<file path="config.mk">
export PLATFORM = sky130hd
export DESIGN_NAME = cs_len_splitter
export DESIGN_NICKNAME = d
export VERILOG_FILES = /design/src/rtl/cs_split_pkg.sv /design/src/rtl/cs_lowbit_find.sv /design/src/rtl/cs_entry_build.sv /design/src/rtl/cs_len_splitter.sv
export SDC_FILE = /design/constraint.sdc
export NUM_CORES = 1
export LEC_CHECK = 0
export BUFFER_PORTS_ARGS = -buffer_cell sky130_fd_sc_hd__clkbuf_2
export CAP_MARGIN = 20
export CORE_MARGIN = 3
export CORE_UTILIZATION = 42
export CTS_CLUSTER_SIZE = 28
export DETAILED_ROUTE_END_ITERATION = 8
export PLACE_DENSITY = 0.62
export REMOVE_ABC_BUFFERS = 1
export SLEW_MARGIN = 10
export SYNTH_ARGS = -nofsm -noshare
export SYNTH_HDL_FRONTEND = slang
export SYNTH_HIERARCHICAL = 1
export SYNTH_SLANG_ARGS = --single-unit
</file>
<file path="constraint.sdc">
create_clock -name clk -period 5 [get_ports clk]
set_input_delay 1 -clock clk [delete_from_list [all_inputs] [get_ports clk]]
set_output_delay 1 -clock clk [all_outputs]
set_load 0.1 [all_outputs]
</file>
<file path="src/rtl/cs_split_pkg.sv">
package cs_split_pkg;
  localparam int SPL_LEN_W    = 24;
  localparam int SPL_CMD_W    = 32;
  localparam int SPL_IMM_W    = 8;
  localparam int SPL_EXP_POS  = 9;
  localparam int SPL_ALIGN_LG = 2;
endpackage

</file>
<file path="src/rtl/cs_lowbit_find.sv">
module cs_lowbit_find #(
  parameter int W  = 24,
  parameter int LO = 8,
  localparam int PW = $clog2(W)
) (
  input  logic [W-1:0]  vec,
  output logic [PW-1:0] pos,
  output logic          found
);
  logic [W:LO]   seen;
  logic [W-1:LO] hit;

  assign seen[LO] = 1'b0;
  for (genvar g = LO; g < W; g++) begin : g_scan
    assign hit[g]    = vec[g] & ~seen[g];
    assign seen[g+1] = seen[g] | vec[g];
  end
  assign found = seen[W];

  always_comb begin
    pos = '0;
    for (int i = LO; i < W; i++) begin
      if (hit[i]) pos = pos | PW'(i);
    end
  end
endmodule

</file>
<file path="src/rtl/cs_entry_build.sv">
module cs_entry_build #(
  parameter int LEN_W    = 24,
  parameter int CMD_W    = 32,
  parameter int IMM_W    = 8,
  parameter int EXP_POS  = 9,
  parameter int ALIGN_LG = 2,
  localparam int PW = $clog2(LEN_W)
) (
  input  logic [LEN_W-1:0] rem,
  input  logic [CMD_W-1:0] tmpl,
  input  logic             align,
  output logic [CMD_W-1:0] word,
  output logic [LEN_W-1:0] rest,
  output logic             last
);
  localparam logic [IMM_W:0] RND_ADD = (IMM_W+1)'((1 << ALIGN_LG) - 1);
  localparam logic [IMM_W:0] RND_MSK = ~RND_ADD;

  logic [PW-1:0] bit_pos;
  logic          big;
  logic [IMM_W:0] rnd;

  cs_lowbit_find #(.W(LEN_W), .LO(IMM_W)) u_find (
    .vec  (rem),
    .pos  (bit_pos),
    .found(big)
  );

  assign rnd = ({1'b0, rem[IMM_W-1:0]} + RND_ADD) & RND_MSK;

  always_comb begin
    word = tmpl;
    rest = '0;
    last = 1'b1;
    if (big) begin
      word[IMM_W-1:0] = IMM_W'(bit_pos);
      word[EXP_POS]   = 1'b1;
      rest            = rem & ~(LEN_W'(1) << bit_pos);
      last            = (rest == '0);
    end else if (align && rnd[IMM_W]) begin
      word[IMM_W-1:0] = IMM_W'(IMM_W);
      word[EXP_POS]   = 1'b1;
    end else begin
      word[IMM_W-1:0] = align ? rnd[IMM_W-1:0] : rem[IMM_W-1:0];
      word[EXP_POS]   = 1'b0;
    end
  end
endmodule

</file>
<file path="src/rtl/cs_len_splitter.sv">
module cs_len_splitter
  import cs_split_pkg::*;
#(
  parameter int LEN_W    = SPL_LEN_W,
  parameter int CMD_W    = SPL_CMD_W,
  parameter int IMM_W    = SPL_IMM_W,
  parameter int EXP_POS  = SPL_EXP_POS,
  parameter int ALIGN_LG = SPL_ALIGN_LG
) (
  input  logic             clk,
  input  logic             rst,
  input  logic             start_i,
  input  logic [LEN_W-1:0] len_i,
  input  logic [CMD_W-1:0] tmpl_i,
  input  logic             align_i,
  output logic             cmd_valid_o,
  input  logic             cmd_ready_i,
  output logic [CMD_W-1:0] cmd_o,
  output logic             done_o
);
  logic             valid_q, last_q, align_q, done_q;
  logic [CMD_W-1:0] cmd_q, tmpl_q;
  logic [LEN_W-1:0] rest_q;

  logic             load, accept;
  logic [LEN_W-1:0] src_rem, enc_rest;
  logic [CMD_W-1:0] src_tmpl, enc_word;
  logic             src_align, enc_last;

  assign load   = start_i & ~valid_q;
  assign accept = valid_q & cmd_ready_i;

  assign src_rem   = load ? len_i   : rest_q;
  assign src_tmpl  = load ? tmpl_i  : tmpl_q;
  assign src_align = load ? align_i : align_q;

  cs_entry_build #(
    .LEN_W(LEN_W), .CMD_W(CMD_W), .IMM_W(IMM_W),
    .EXP_POS(EXP_POS), .ALIGN_LG(ALIGN_LG)
  ) u_build (
    .rem  (src_rem),
    .tmpl (src_tmpl),
    .align(src_align),
    .word (enc_word),
    .rest (enc_rest),
    .last (enc_last)
  );

  always_ff @(posedge clk) begin
    if (rst) begin
      valid_q <= 1'b0;
      done_q  <= 1'b0;
      last_q  <= 1'b0;
      align_q <= 1'b0;
      cmd_q   <= '0;
      tmpl_q  <= '0;
      rest_q  <= '0;
    end else begin
      done_q <= 1'b0;
      if (load) begin
        tmpl_q  <= tmpl_i;
        align_q <= align_i;
        if (len_i == '0) begin
          done_q <= 1'b1;
        end else begin
          valid_q <= 1'b1;
          cmd_q   <= enc_word;
          last_q  <= enc_last;
          rest_q  <= enc_rest;
        end
      end else if (accept) begin
        if (last_q) begin
          valid_q <= 1'b0;
          done_q  <= 1'b1;
        end else begin
          cmd_q  <= enc_word;
          last_q <= enc_last;
          rest_q <= enc_rest;
        end
      end
    end
  end

  assign cmd_valid_o = valid_q;
  assign cmd_o       = cmd_q;
  assign done_o      = done_q;
endmodule

</file>
Word-level counts from Yosys, hierarchy flattened

Index checks and enable logic that the tools add are counted.
W data, S select, Z words.

Div/mod/pow operators: 0
Multiplexer cells: 46
Multipliers: 0
$lt $le $gt $ge: 0
Shift operators: 1
Add/subtract/negate cells: 1
Eq/ne operators: 2
Reduce and logical (&&, ||, !) cells: 8
Bitwise logic cells: 50

Operators with widths:

| operator               | number |
|---|---|
| $mux W32               | 5 |
| $mux W24               | 6 |
| $logic_not A24 Y1      | 2 |
| $mux W5                | 8 |
| $mux W4                | 8 |
| $and A24 B24 Y24       | 1 |
| $mux W8                | 3 |
| $not A24 Y24           | 1 |
| $shl A1 B5 Y24 const A | 1 |
| $and A1 B1 Y1          | 17 |
| $mux W1                | 16 |
| $not A1 Y1             | 16 |
| $or A1 B1 Y1           | 15 |
| $add A8 B2 Y9 const B  | 1 |
| $reduce_and A3 Y1      | 2 |
| $reduce_bool A2 Y1     | 2 |
| $ne A2 B1 Y1 const B   | 1 |
| $ne A2 B2 Y1 const B   | 1 |
| $reduce_and A2 Y1      | 1 |
| $logic_and A1 B1 Y1    | 1 |

Output and inout bits: 34
Latch bits: 0
ROM bits: 0
Flip-flop bits (word level): 92
RAM bits: 0
Memories: 0
Input bits: 61

Longest topological paths before layout

Gate-level depths: netlist (run 1).

Depth after elaboration: 28
Mapped depth: 19
Gate-level depth less buffers: 14

Modules after synthesis

Netlist (run 1), hierarchy kept.

By module, submodules not included:

| module          | cells each | area each (µm²) | times used |
|---|---|---|---|
| cs_len_splitter | 526        | 4307.9          | 1 |
| cs_entry_build  | 168        | 984.7           | 1 |
| cs_lowbit_find  | 32         | 187.7           | 1 |

Least setup slack after synthesis (run 1)

Ideal clock, no wire load.

Kind: register -> register
Start: reg valid_q, in the netlist cmd_valid_o
End: reg last_q
Required time: 4930 ps
Arrival: 4939 ps
Cell stages (with the launch flop): 18
Clock period less this slack: 5009 ps
Setup slack: -9 ps
Path through: dfxtp_1 > nand2b_1 > clkbuf_1 > clkbuf_1 > clkbuf_1 > nand2_1 > nand2_1 > nor2_1 > o31ai_1 > nand2_1 > a2111oi_0 > or4b_4 > nor3b_1 > a21oi_1 > or4b_4 > o41ai_2 > o211ai_1 > o2bb2ai_1

Elaborated cells between the ends (all ways): 77

RTL lines:

| element                | RTL line              | RTL |
|---|---|---|
| from (decl)            | cs_len_splitter.sv:21 | `logic valid_q, last_q, align_q, done_q;` |
| from (signal assigned) | cs_len_splitter.sv:51 | `valid_q <= 1'b0;` |
| from (signal assigned) | cs_len_splitter.sv:66 | `valid_q <= 1'b1;` |
| from (signal assigned) | cs_len_splitter.sv:73 | `valid_q <= 1'b0;` |
| $not A1 Y1 *           | cs_len_splitter.sv:30 | `assign load = start_i & ~valid_q;` |
| $and A1 B1 Y1 *        | cs_len_splitter.sv:30 |  |
| $mux W24 *             | cs_len_splitter.sv:33 | `assign src_rem = load ? len_i : rest_q;` |
| via src_rem[22]        | cs_len_splitter.sv:26 | `logic [LEN_W-1:0] src_rem, enc_rest;` |
| $or A1 B1 Y1           | cs_lowbit_find.sv:16  | `assign seen[g+1] = seen[g] \| vec[g];` |
| $not A1 Y1             | cs_lowbit_find.sv:15  | `assign hit[g] = vec[g] & ~seen[g];` |
| $and A1 B1 Y1          | cs_lowbit_find.sv:15  |  |
| $mux W5 *              | cs_lowbit_find.sv:23  | `if (hit[i]) pos = pos \| PW'(i);` |
| via u_build.bit_pos[1] | cs_entry_build.sv:19  | `logic [PW-1:0] bit_pos;` |
| [1 not listed]         | -                     |  |
| $not A24 Y24 *         | cs_entry_build.sv:38  | `rest = rem & ~(LEN_W'(1) << bit_pos);` |
| $and A24 B24 Y24 *     | cs_entry_build.sv:38  |  |
| $logic_not A24 Y1 *    | cs_entry_build.sv:39  | `last = (rest == '0);` |
| $mux W1 *              | cs_entry_build.sv:35  | `if (big) begin` |
| via enc_last           | cs_len_splitter.sv:28 | `logic src_align, enc_last;` |
| $mux W1                | cs_len_splitter.sv:72 | `if (last_q) begin` |
| $mux W1                | cs_len_splitter.sv:71 | `end else if (accept) begin` |
| $mux W1 *              | cs_len_splitter.sv:60 | `if (load) begin` |
| to (signal assigned)   | cs_len_splitter.sv:68 | `last_q <= enc_last;` |
| to (signal assigned)   | cs_len_splitter.sv:77 | `last_q <= enc_last;` |
| to (decl)              | cs_len_splitter.sv:21 |  |

Mark *: on every way through the listed nets, which the timed path passes. The rest lies on a longest branch. The select of a mux whose other input is x is not followed.
A chain may end at the register's enable or synchronous reset.

Final worst setup path (run 1)

Start: in start_i
End: reg last_q

Elaborated cells between the ends (all ways): 75

RTL lines:

| element                | RTL line              | RTL |
|---|---|---|
| from (decl)            | cs_len_splitter.sv:12 | `input logic start_i,` |
| $and A1 B1 Y1 *        | cs_len_splitter.sv:30 |  |
| $mux W24 *             | cs_len_splitter.sv:33 |  |
| via src_rem[23]        | cs_len_splitter.sv:26 |  |
| $and A1 B1 Y1 *        | cs_lowbit_find.sv:15  |  |
| $mux W5 *              | cs_lowbit_find.sv:23  |  |
| via u_build.bit_pos[1] | cs_entry_build.sv:19  |  |
| $shl A1 B5 Y24 *       | cs_entry_build.sv:38  |  |
| $not A24 Y24 *         | cs_entry_build.sv:38  |  |
| $and A24 B24 Y24 *     | cs_entry_build.sv:38  |  |
| $logic_not A24 Y1 *    | cs_entry_build.sv:39  |  |
| $mux W1 *              | cs_entry_build.sv:35  |  |
| via enc_last           | cs_len_splitter.sv:28 |  |
| $mux W1                | cs_len_splitter.sv:72 |  |
| $mux W1                | cs_len_splitter.sv:71 |  |
| $mux W1 *              | cs_len_splitter.sv:60 |  |

Marked as above.

==> out/metrics.cfg, run 1 <==
[run_status]
run_status=finished clean

[place]
half_perimeter_wire_length_of_the_detailed_placement_result_um=8800
gpl.final_weighted_congestion=0.883
detailedPlace.worstSlack_ns=0.0550
port_buffers=85

[final_layout]
finalCoreUtilization_pct=50.1
area.growth.synth_to_final_pct=14.0
layout.cells.most_common_list=sky130_fd_sc_hd__nand2_1, sky130_fd_sc_hd__nand2b_1, sky130_fd_sc_hd__clkbuf_2, sky130_fd_sc_hd__dfxtp_1, sky130_fd_sc_hd__mux2i_1
regArea_mm2=0.00166
multiInputGateArea_mm2=0.00307
n_fill_cell=1190
fin_nets=791
layout.cells.most_common=sky130_fd_sc_hd__nand2_1
post_route_cells_drive_above_1_share_pct=18.4
antenna_cells_inserted=0

[grt]
global_route.peak_usage_layer=met2
grt_max_degree=82
antenna_found_initial=0
wire_length_of_the_first_global_routing_pass_um=20300
global_route.usage.total_pct=18.6
met2_use_gr_pct=29.6
use_met1_pct=25.4
grt.overflow.total=0
grt.met3_usage_pct=3.52
first_global_vias=4352

[timing]
clock-skew-final_ns=0.00955
finalCritPeriodShare_pct=92.0
highest_clock_frequency_the_design_can_meet_ghz=0.217
setup_ws_ns=0.401
relSlewSlack_pct=47.3
post-route-min-period_ns=4.60
report.final.slew_viol_count=0
setup_viol=0
rsz0062_at_grt=no
timing.final.hold_violations=0
worstMarginPinSlew_ns=0.791

[floorplan]
dieArea_mm2=0.0136
std_cell_rows=39
initial_core_util_pct=43.9
die_y_um=117
die_w_um=117
ioPinCount=95
core_area_mm2=0.0117

[worst_hold_path]
timing.hold.worst.class=reg2reg

[detailed_routing]
initial_drc_count=301
vias_per_cell=5.17
final_antenna_net_count=0
detail_route.first_pass.iterations=5
route.vias.total=4537
wl_um=12400
drc_errors=0
routedWlPerCell_um=14.2

[clock_tree]
cts_repair_resize_count=0
cts.reportedPaths.clkPinSlew_ns=0.06
cts_inserted_buffers=9
worstSkewPairLatency_ns=0.34
ctsLongestPathBuffers=2
postCtsSetupBuffers=0
cts_tree=yes
htree_num_levels=3
hold_buffers=0
cts-root-buf=sky130_fd_sc_hd__clkbuf_16
cts_sinks=83

[worst_setup_path]
cp-end-kind=register
crit_required_ns=5.27
critical_path.max_fanout=20
r2r_setup_slack_ns=0.74
timing.critical_path.from_type=primary input
arrival_ns=4.87
setup_cp_type=in2reg

[synthesis]
postSynthCellCount=681
synth.avg_cell_area_um2=7.55
yosys_warnings=6
syn-cell-area_mm2=0.00514

[job]
cap_violations=0

[power]
leakage_nw=2.61
power.density_mw_per_mm2=361
irDropWorstVdd_uv=209

-- worst paths after layout --
kind | depth (start not counted) | endpoint | start
min | 2 | cmd_o[11] | cmd_o[11]
max reg2reg | 15 | last_q | cmd_valid_o
min reg2reg | 2 | cmd_o[11] | cmd_o[11]
max | 16 | last_q | start_i
-- state kept, by name (all words and copies together), names as in the netlist --
register,flops
align_q,1
last_q,1
cmd_o,32
rest_q,24
tmpl_q,23
done_o,1
cmd_valid_o,1
-- cell type report --
type                       count  area share (%)
clock buffer                   9            3.84
clock inverter                 7            1.79
inverter                       7           0.448
multi-input combinational    521            52.3
sequential                    83            28.3
tap                          143            3.05
timing repair buffer         108            10.2
-- through the flow --
stage                     instances  total power (W)  hold slack, ns  setup TNS, ns  instance area (um^2)
after floorplan                 611          0.00121           0.452         -53.38                  4740
after global placement          862          0.00137           0.459              0                  5530
after detailed placement        862          0.00138           0.464              0                  5530
after CTS                       878          0.00213           0.476              0                  5860
after global routing            878          0.00222           0.495              0                  5860
final                           878          0.00211           0.472              0                  5860
-- where the power goes --
part	total (W)	switching, W	internal [W]
registers	0.000731	0.0000220	0.000709
logic	0.000640	0.000432	0.000208
clock network	0.000743	0.000297	0.000447
total	0.00211	0.000751	0.00136
-- metal layers --
layer,wire length [um],vias up
met1,5980,2111
met3,552,12
met4,227,0
li1,-,2302
met2,5680,112
met5,0,-
-- critical path: stages --
cell and delay (ns):
sky130_fd_sc_hd__clkbuf_2 0.10, sky130_fd_sc_hd__nor2b_4 0.48, sky130_fd_sc_hd__nand2_1 0.12, sky130_fd_sc_hd__nand2_1 0.11, sky130_fd_sc_hd__nor2_1 0.06, sky130_fd_sc_hd__o31ai_1 0.20, sky130_fd_sc_hd__nand2_1 0.12, sky130_fd_sc_hd__a2111oi_1 0.56
sky130_fd_sc_hd__buf_4 0.29, sky130_fd_sc_hd__and2_1 0.28, sky130_fd_sc_hd__nand2_1 0.10, sky130_fd_sc_hd__a22o_1 0.25, sky130_fd_sc_hd__or4b_4 0.49, sky130_fd_sc_hd__o41ai_2 0.41, sky130_fd_sc_hd__o211ai_1 0.14, sky130_fd_sc_hd__o2bb2ai_1 0.14
No activity file was read; power rests on OpenSTA's default activity.
==> inputs of run 2 (changes only) <==
--- a/config.mk
+++ b/config.mk
@@ -5,7 +5,7 @@
 export SDC_FILE = /design/constraint.sdc
 export NUM_CORES = 1
 export LEC_CHECK = 0
-export BUFFER_PORTS_ARGS = -buffer_cell sky130_fd_sc_hd__clkbuf_2
+export BUFFER_PORTS_ARGS = -buffer_cell sky130_fd_sc_hd__buf_2
 export CAP_MARGIN = 20
 export CORE_MARGIN = 3
 export CORE_UTILIZATION = 42
==> out/metrics.cfg, run 2 (synthesis gave the netlist of run 1 again) <==
[grt]
grt_max_degree=77  ; -6.1%
wire_length_of_the_first_global_routing_pass_um=20400  ; +0.27%
antenna_found_initial=0  ; unchanged
first_global_vias=4303  ; -1.1%
grt.overflow.total=0  ; unchanged
global_route.usage.total_pct=18.9  ; +0.33 points

[final_layout]
largest_reg_flops=32  ; unchanged
layout.cells.most_common_list=sky130_fd_sc_hd__nand2_1, sky130_fd_sc_hd__nand2b_1, sky130_fd_sc_hd__buf_2, sky130_fd_sc_hd__dfxtp_1, sky130_fd_sc_hd__mux2i_1
layout.cells.most_common=sky130_fd_sc_hd__nand2_1
multiInputGateArea_mm2=0.00307  ; unchanged
regArea_mm2=0.00166  ; unchanged
fin_nets=791  ; unchanged
n_fill_cell=1216  ; +2.2%
fin_area_mm2=0.00584  ; -0.47%
area.growth.synth_to_final_pct=13.5
antenna_cells_inserted=0  ; unchanged
post_route_cells_drive_above_1_share_pct=18.2  ; -0.14 points

[clock_tree]
ctsLongestPathBuffers=2  ; unchanged
cts_tree=yes
cts_repair_resize_count=0  ; unchanged
htree_num_levels=3  ; unchanged
cts_inserted_buffers=9  ; unchanged
cts-root-buf=sky130_fd_sc_hd__clkbuf_16
postCtsSetupBuffers=0  ; unchanged
cts_sinks=83  ; unchanged
hold_buffers=0  ; unchanged
worstSkewPairLatency_ns=0.35  ; about the same
cts.reportedPaths.clkPinSlew_ns=0.06  ; about the same

[place]
half_perimeter_wire_length_of_the_detailed_placement_result_um=8900  ; +1.1%
placed_cell_area_mm2=0.00553  ; unchanged
port_buffers=85  ; unchanged
gpl.final_weighted_congestion=0.887  ; +0.45%
detailedPlace.worstSlack_ns=0.184  ; +0.129 ns

[power]
clockPowerShare_pct=33.4  ; -1.8 points
combPwrFrac_pct=31.1  ; +0.8 points
irDropWorstVdd_uv=155  ; -26%
power.internal_w=0.00132  ; -3.2%
p_sw_share_pct=35.8  ; +0.28 points
switchingPower_w=0.000736  ; -2.0%
p_seq_share_pct=35.5  ; +0.9 points
power.density_mw_per_mm2=352  ; -2.3%
total_power_w=0.00206  ; -2.7%
leakage_nw=2.61  ; about the same

[detailed_routing]
route.vias.total=4525  ; -0.26%
wl_um=12500  ; +0.65%
drc_errors=0  ; unchanged
vias_per_cell=5.15  ; -0.26%
initial_drc_count=258  ; -14%
detail_route.first_pass.iterations=5  ; unchanged
routedWlPerCell_um=14.3  ; +0.65%
final_antenna_net_count=0  ; unchanged

[worst_hold_path]
timing.hold.worst.class=reg2reg
worstHoldStart=cmd_o[4]
hold_path_end=cmd_o[4]
timing.hold.worst_path_depth=2  ; unchanged

[worst_setup_path]
crit_required_ns=5.28  ; about the same
r2r_end=last_q
r2r_setup_slack_ns=0.92  ; +0.18 ns
critical_path.max_fanout=17  ; -15%
setup_cp_type=in2reg
arrival_ns=4.76  ; -0.11 ns
r2r_cells=14  ; -1
worst_reg2reg_path_startpoint=cmd_valid_o
timing.critical_path.from_type=primary input
cp-end-kind=register

[timing]
setup_viol=0  ; unchanged
relSlewSlack_pct=33.9  ; -13 points
worst_hold_slack_ns=0.470  ; -0.00223 ns
fin_setup_tns_ns=0  ; unchanged
rsz0062_at_grt=no
post-route-min-period_ns=4.48  ; -0.119 ns
timing.final.hold_violations=0  ; unchanged
clock-skew-final_ns=0.00426  ; -0.00529 ns
setup_ws_ns=0.521  ; +0.119 ns
finalCritPeriodShare_pct=89.6  ; -2.4 points
highest_clock_frequency_the_design_can_meet_ghz=0.223  ; +2.7%
report.final.slew_viol_count=0  ; unchanged
worstMarginPinSlew_ns=0.991  ; +0.200 ns

[floorplan]
dieArea_mm2=0.0136  ; unchanged
die_w_um=117  ; unchanged
std_cell_rows=39  ; unchanged
initial_core_util_pct=43.9  ; unchanged
die_y_um=117  ; unchanged
ioPinCount=95  ; unchanged
core_area_mm2=0.0117  ; unchanged

[job]
cap_violations=0  ; unchanged

[run_status]
run_status=finished clean

==> run 2: power groups by stage <==
stage	Clock, W	Sequential (W)	Combinational (W)
floorplan	0	0.000891	0.000321
global placement	0	0.000743	0.000630
detailed placement	0	0.000745	0.000636
CTS	0.000707	0.000731	0.000638
global route	0.000725	0.000735	0.000694
finish	0.000688	0.000730	0.000639
==> run 2: final cells by class <==
cell class | instances | share of cell area, %
multi-input cells | 521 | 52.6
clock buffers | 11 | 4.16
flip-flops and latches | 83 | 28.5
well taps | 143 | 3.07
inverters | 7 | 0.450
repair buffers | 108 | 10.2
clock inverters | 5 | 1.03
==> run 2: how the worst max path moves through the flow <==
stage,from,to,slack (ns),depth (start not counted)
floorplan,start_i,last_q,-1.76,14
global placement,start_i,last_q,0.25,15
detailed placement,start_i,last_q,0.18,15
CTS,start_i,last_q,0.55,15
global route,start_i,last_q,0.19,16
finish,start_i,last_q,0.52,15
==> run 2: routing by layer <==
metal / vias up / GRT usage (%) / part of all wire [%]
li1: 2297 / - / -
met1: 2116 / 25.4 / 48
met2: 95 / 30.4 / 45
met3: 17 / 2.85 / 4.3
met4: 0 / 8.03 / 2.0
met5: - / 0 / 0
==> run 2: worst max-delay path, stage by stage <==
cell and delay [ns]:
sky130_fd_sc_hd__buf_2 0.10, sky130_fd_sc_hd__nor2b_4 0.44, sky130_fd_sc_hd__buf_4 0.28, sky130_fd_sc_hd__nand2_1 0.07, sky130_fd_sc_hd__nand2_1 0.08, sky130_fd_sc_hd__buf_4 0.14, sky130_fd_sc_hd__nor3_1 0.06, sky130_fd_sc_hd__a2111oi_1 0.56
sky130_fd_sc_hd__or4b_4 0.54, sky130_fd_sc_hd__o21ai_1 0.17, sky130_fd_sc_hd__a21oi_1 0.10, sky130_fd_sc_hd__or4b_4 0.53, sky130_fd_sc_hd__o41ai_2 0.40, sky130_fd_sc_hd__o211ai_1 0.15, sky130_fd_sc_hd__o2bb2ai_1 0.14
==> run 2: stage by stage <==
| step | util (%) | cells |
|---|---|---|
| 5_1_grt | 49.8 | 878 |
| 6_report | 49.8 | 878 |
| 3_5_place_dp | 47.2 | 862 |
| 3_3_place_gp | 47.2 | 862 |
| 2_1_floorplan | - | 611 |
| 4_1_cts | 49.8 | 878 |
==> inputs of run 3 (changes only) <==
--- a/config.mk
+++ b/config.mk
@@ -7,12 +7,13 @@
 export LEC_CHECK = 0
 export BUFFER_PORTS_ARGS = -buffer_cell sky130_fd_sc_hd__buf_2
 export CAP_MARGIN = 20
-export CORE_MARGIN = 3
+export CORE_MARGIN = 4
 export CORE_UTILIZATION = 42
 export CTS_CLUSTER_SIZE = 28
 export DETAILED_ROUTE_END_ITERATION = 8
-export PLACE_DENSITY = 0.62
+export PLACE_DENSITY = 0.6
 export REMOVE_ABC_BUFFERS = 1
+export SKIP_LAST_GASP = 1
 export SLEW_MARGIN = 10
 export SYNTH_ARGS = -nofsm -noshare
 export SYNTH_HDL_FRONTEND = slang
==> constraint.sdc (replaced) <==
create_clock -name clk -period 4.5 [get_ports clk]
set_input_delay 0.9 -clock clk [delete_from_list [all_inputs] [get_ports clk]]
set_output_delay 0.9 -clock clk [all_outputs]
set_load 0.1 [all_outputs]
==> out/metrics.cfg, run 3 (synthesis gave the netlist of run 1 again) <==
[worst_setup_path]
critPathLaunch=start_i
r2r_cells=14  ; unchanged
cp-end-kind=register
slowest_delay_ns=0.53  ; -0.03 ns
cp_top_family=simple AND/OR/NAND/NOR gates
critical_path.max_fanout=14  ; -3
r2r_setup_slack_ns=0.43  ; -0.49 ns
arrival_ns=4.52  ; -0.24 ns
critical-path-slowest-cell=sky130_fd_sc_hd__or4b_4
critical_path_sink=last_q
r2r_end=last_q
timing.critical_path.from_type=primary input
worst_reg2reg_path_startpoint=cmd_valid_o
timing.critical_path.depth=15  ; unchanged
setup_cp_type=in2reg
crit_required_ns=4.78  ; -0.50 ns
worstPathBufferInverterCount=3  ; unchanged
crit_path_cell_trace=buf_2, nor2b_4, buf_4, nand2_1, nand2_1, buf_4, nor3_1, a2111oi_1, or4b_4, nor3b_1, a21oi_1, or4b_4, o41ai_2, o211ai_1, o2bb2ai_1

[run_status]
run_status=finished clean

[timing]
worstMarginPinSlew_ns=0.873  ; -0.119 ns
clock-skew-final_ns=0.00335  ; -0.000907 ns
post-route-min-period_ns=4.24
report.final.slew_viol_count=0  ; unchanged
finalCritPeriodShare_pct=94.1
highest_clock_frequency_the_design_can_meet_ghz=0.236
timing.final.hold_violations=0  ; unchanged
setup_viol=0  ; unchanged
relSlewSlack_pct=41.8  ; +7.9 points
rsz0062_at_grt=no

[final_layout]
area.growth.synth_to_final_pct=19.8
fin_area_mm2=0.00616  ; +5.6%
largest_reg_flops=32  ; unchanged
post_route_cells_drive_above_1_share_pct=22.3  ; +4.1 points
fin_nets=826  ; +4.4%
layout.cells.most_common=sky130_fd_sc_hd__nand2_1
layout.cells.most_common_list=sky130_fd_sc_hd__nand2_1, sky130_fd_sc_hd__nand2b_1, sky130_fd_sc_hd__buf_2, sky130_fd_sc_hd__dfxtp_1
antenna_cells_inserted=0  ; unchanged
finalCoreUtilization_pct=51.3  ; +1.5 points

[clock_tree]
cts_sinks=83  ; unchanged
cts_tree=yes
worstSkewPairLatency_ns=0.35  ; about the same
ctsLongestPathBuffers=2  ; unchanged
cts-root-buf=sky130_fd_sc_hd__clkbuf_16
cts.reportedPaths.clkPinSlew_ns=0.06  ; about the same
cts_repair_resize_count=0  ; unchanged
cts_inserted_buffers=9  ; unchanged
postCtsSetupBuffers=0  ; unchanged
htree_num_levels=3  ; unchanged
hold_buffers=0  ; unchanged

[floorplan]
die_y_um=119  ; +1.7%
dieArea_mm2=0.0141  ; +3.5%
core_area_mm2=0.0120  ; +2.6%
die_w_um=119  ; +1.7%
initial_core_util_pct=42.8  ; -1.1 points
std_cell_rows=40  ; +2.6%
ioPinCount=95  ; unchanged

[detailed_routing]
vias_per_cell=5.03  ; -2.5%
routedWlPerCell_um=14.2  ; -0.54%
initial_drc_count=296  ; +15%
route.vias.total=4609  ; +1.9%
drc_errors=0  ; unchanged
detail_route.first_pass.iterations=4  ; -1
wl_um=13000  ; +3.9%
final_antenna_net_count=0  ; unchanged

[grt]
grt.overflow.total=0  ; unchanged
wire_length_of_the_first_global_routing_pass_um=21500  ; +5.6%
global_route.usage.total_pct=18.5  ; -0.40 points
grt_max_degree=62  ; -19%
antenna_found_initial=0  ; unchanged
first_global_vias=4543  ; +5.6%

[power]
power.density_mw_per_mm2=394  ; +12%
irDropWorstVdd_uv=208  ; +35%
leakage_nw=2.81  ; +7.5%

[worst_hold_path]
timing.hold.worst.class=reg2reg

[place]
port_buffers=85  ; unchanged
half_perimeter_wire_length_of_the_detailed_placement_result_um=9560  ; +7.4%
placed_cell_area_mm2=0.00581  ; +5.1%
gpl.final_weighted_congestion=0.874  ; -1.5%

[job]
cap_violations=0  ; unchanged

## run 3: layout make-up
| type | count | area, um^2 |
|---|---|---|
| fillers | 1186 | 5850 |
| inverters | 7 | 26.3 |
| flip-flops and latches | 83 | 1660 |
| repair buffers | 143 | 873 |
| clock buffers | 10 | 239 |
| clock inverters | 6 | 96.3 |
| well taps | 147 | 184 |
| multi-input cells | 521 | 3080 |
## run 3: routing by layer
layer	track usage, %	share of wire (%)	routed length, um	vias up
li1	-	-	-	2376
met1	24.2	47	6130	2142
met2	30.7	48	6200	73
met3	2.97	3.1	406	18
met4	6.88	2.1	267	0
met5	0	0	0	-
## run 3: stage by stage
step | worst slack [ns] | power (W) | hold WS, ns | cells | TNS (ns)
floorplan | -2.16 | 0.00135 | 0.452 | 611 | -81.69
global placement | -0.0301 | 0.00159 | 0.457 | 901 | -0.0301
detailed placement | -0.0917 | 0.00160 | 0.464 | 901 | -0.0917
CTS | 0.267 | 0.00245 | 0.477 | 917 | 0
global route | 0.00202 | 0.00254 | 0.492 | 917 | 0
finish | 0.264 | 0.00242 | 0.473 | 917 | 0
## run 3: how the worst min path moves through the flow
stage | from | to | cells past startpoint
6_report | cmd_o[2] | cmd_o[2] | 2
3_5_place_dp | cmd_o[0] | cmd_o[0] | 2
4_1_cts | cmd_o[2] | cmd_o[2] | 2
5_1_grt | cmd_o[23] | cmd_o[23] | 2
3_3_place_gp | cmd_o[31] | cmd_o[31] | 2
2_1_floorplan | rest_q[0] | rest_q[0] | 2
## run 3: worst reg2reg max path, delay by kind of cell, from the launching register on
kind             cells  cell delay (ns)
AND/OR/NAND/NOR      8             2.06
AO/OA/AOI/OAI        6             1.50
flip-flops           1             0.44
## run 3: power breakdown
group,internal [W],switching [W]
combinational,0.000285,0.000492
clock,0.000508,0.000327
sequential,0.000788,0.0000241
total,0.00158,0.000843
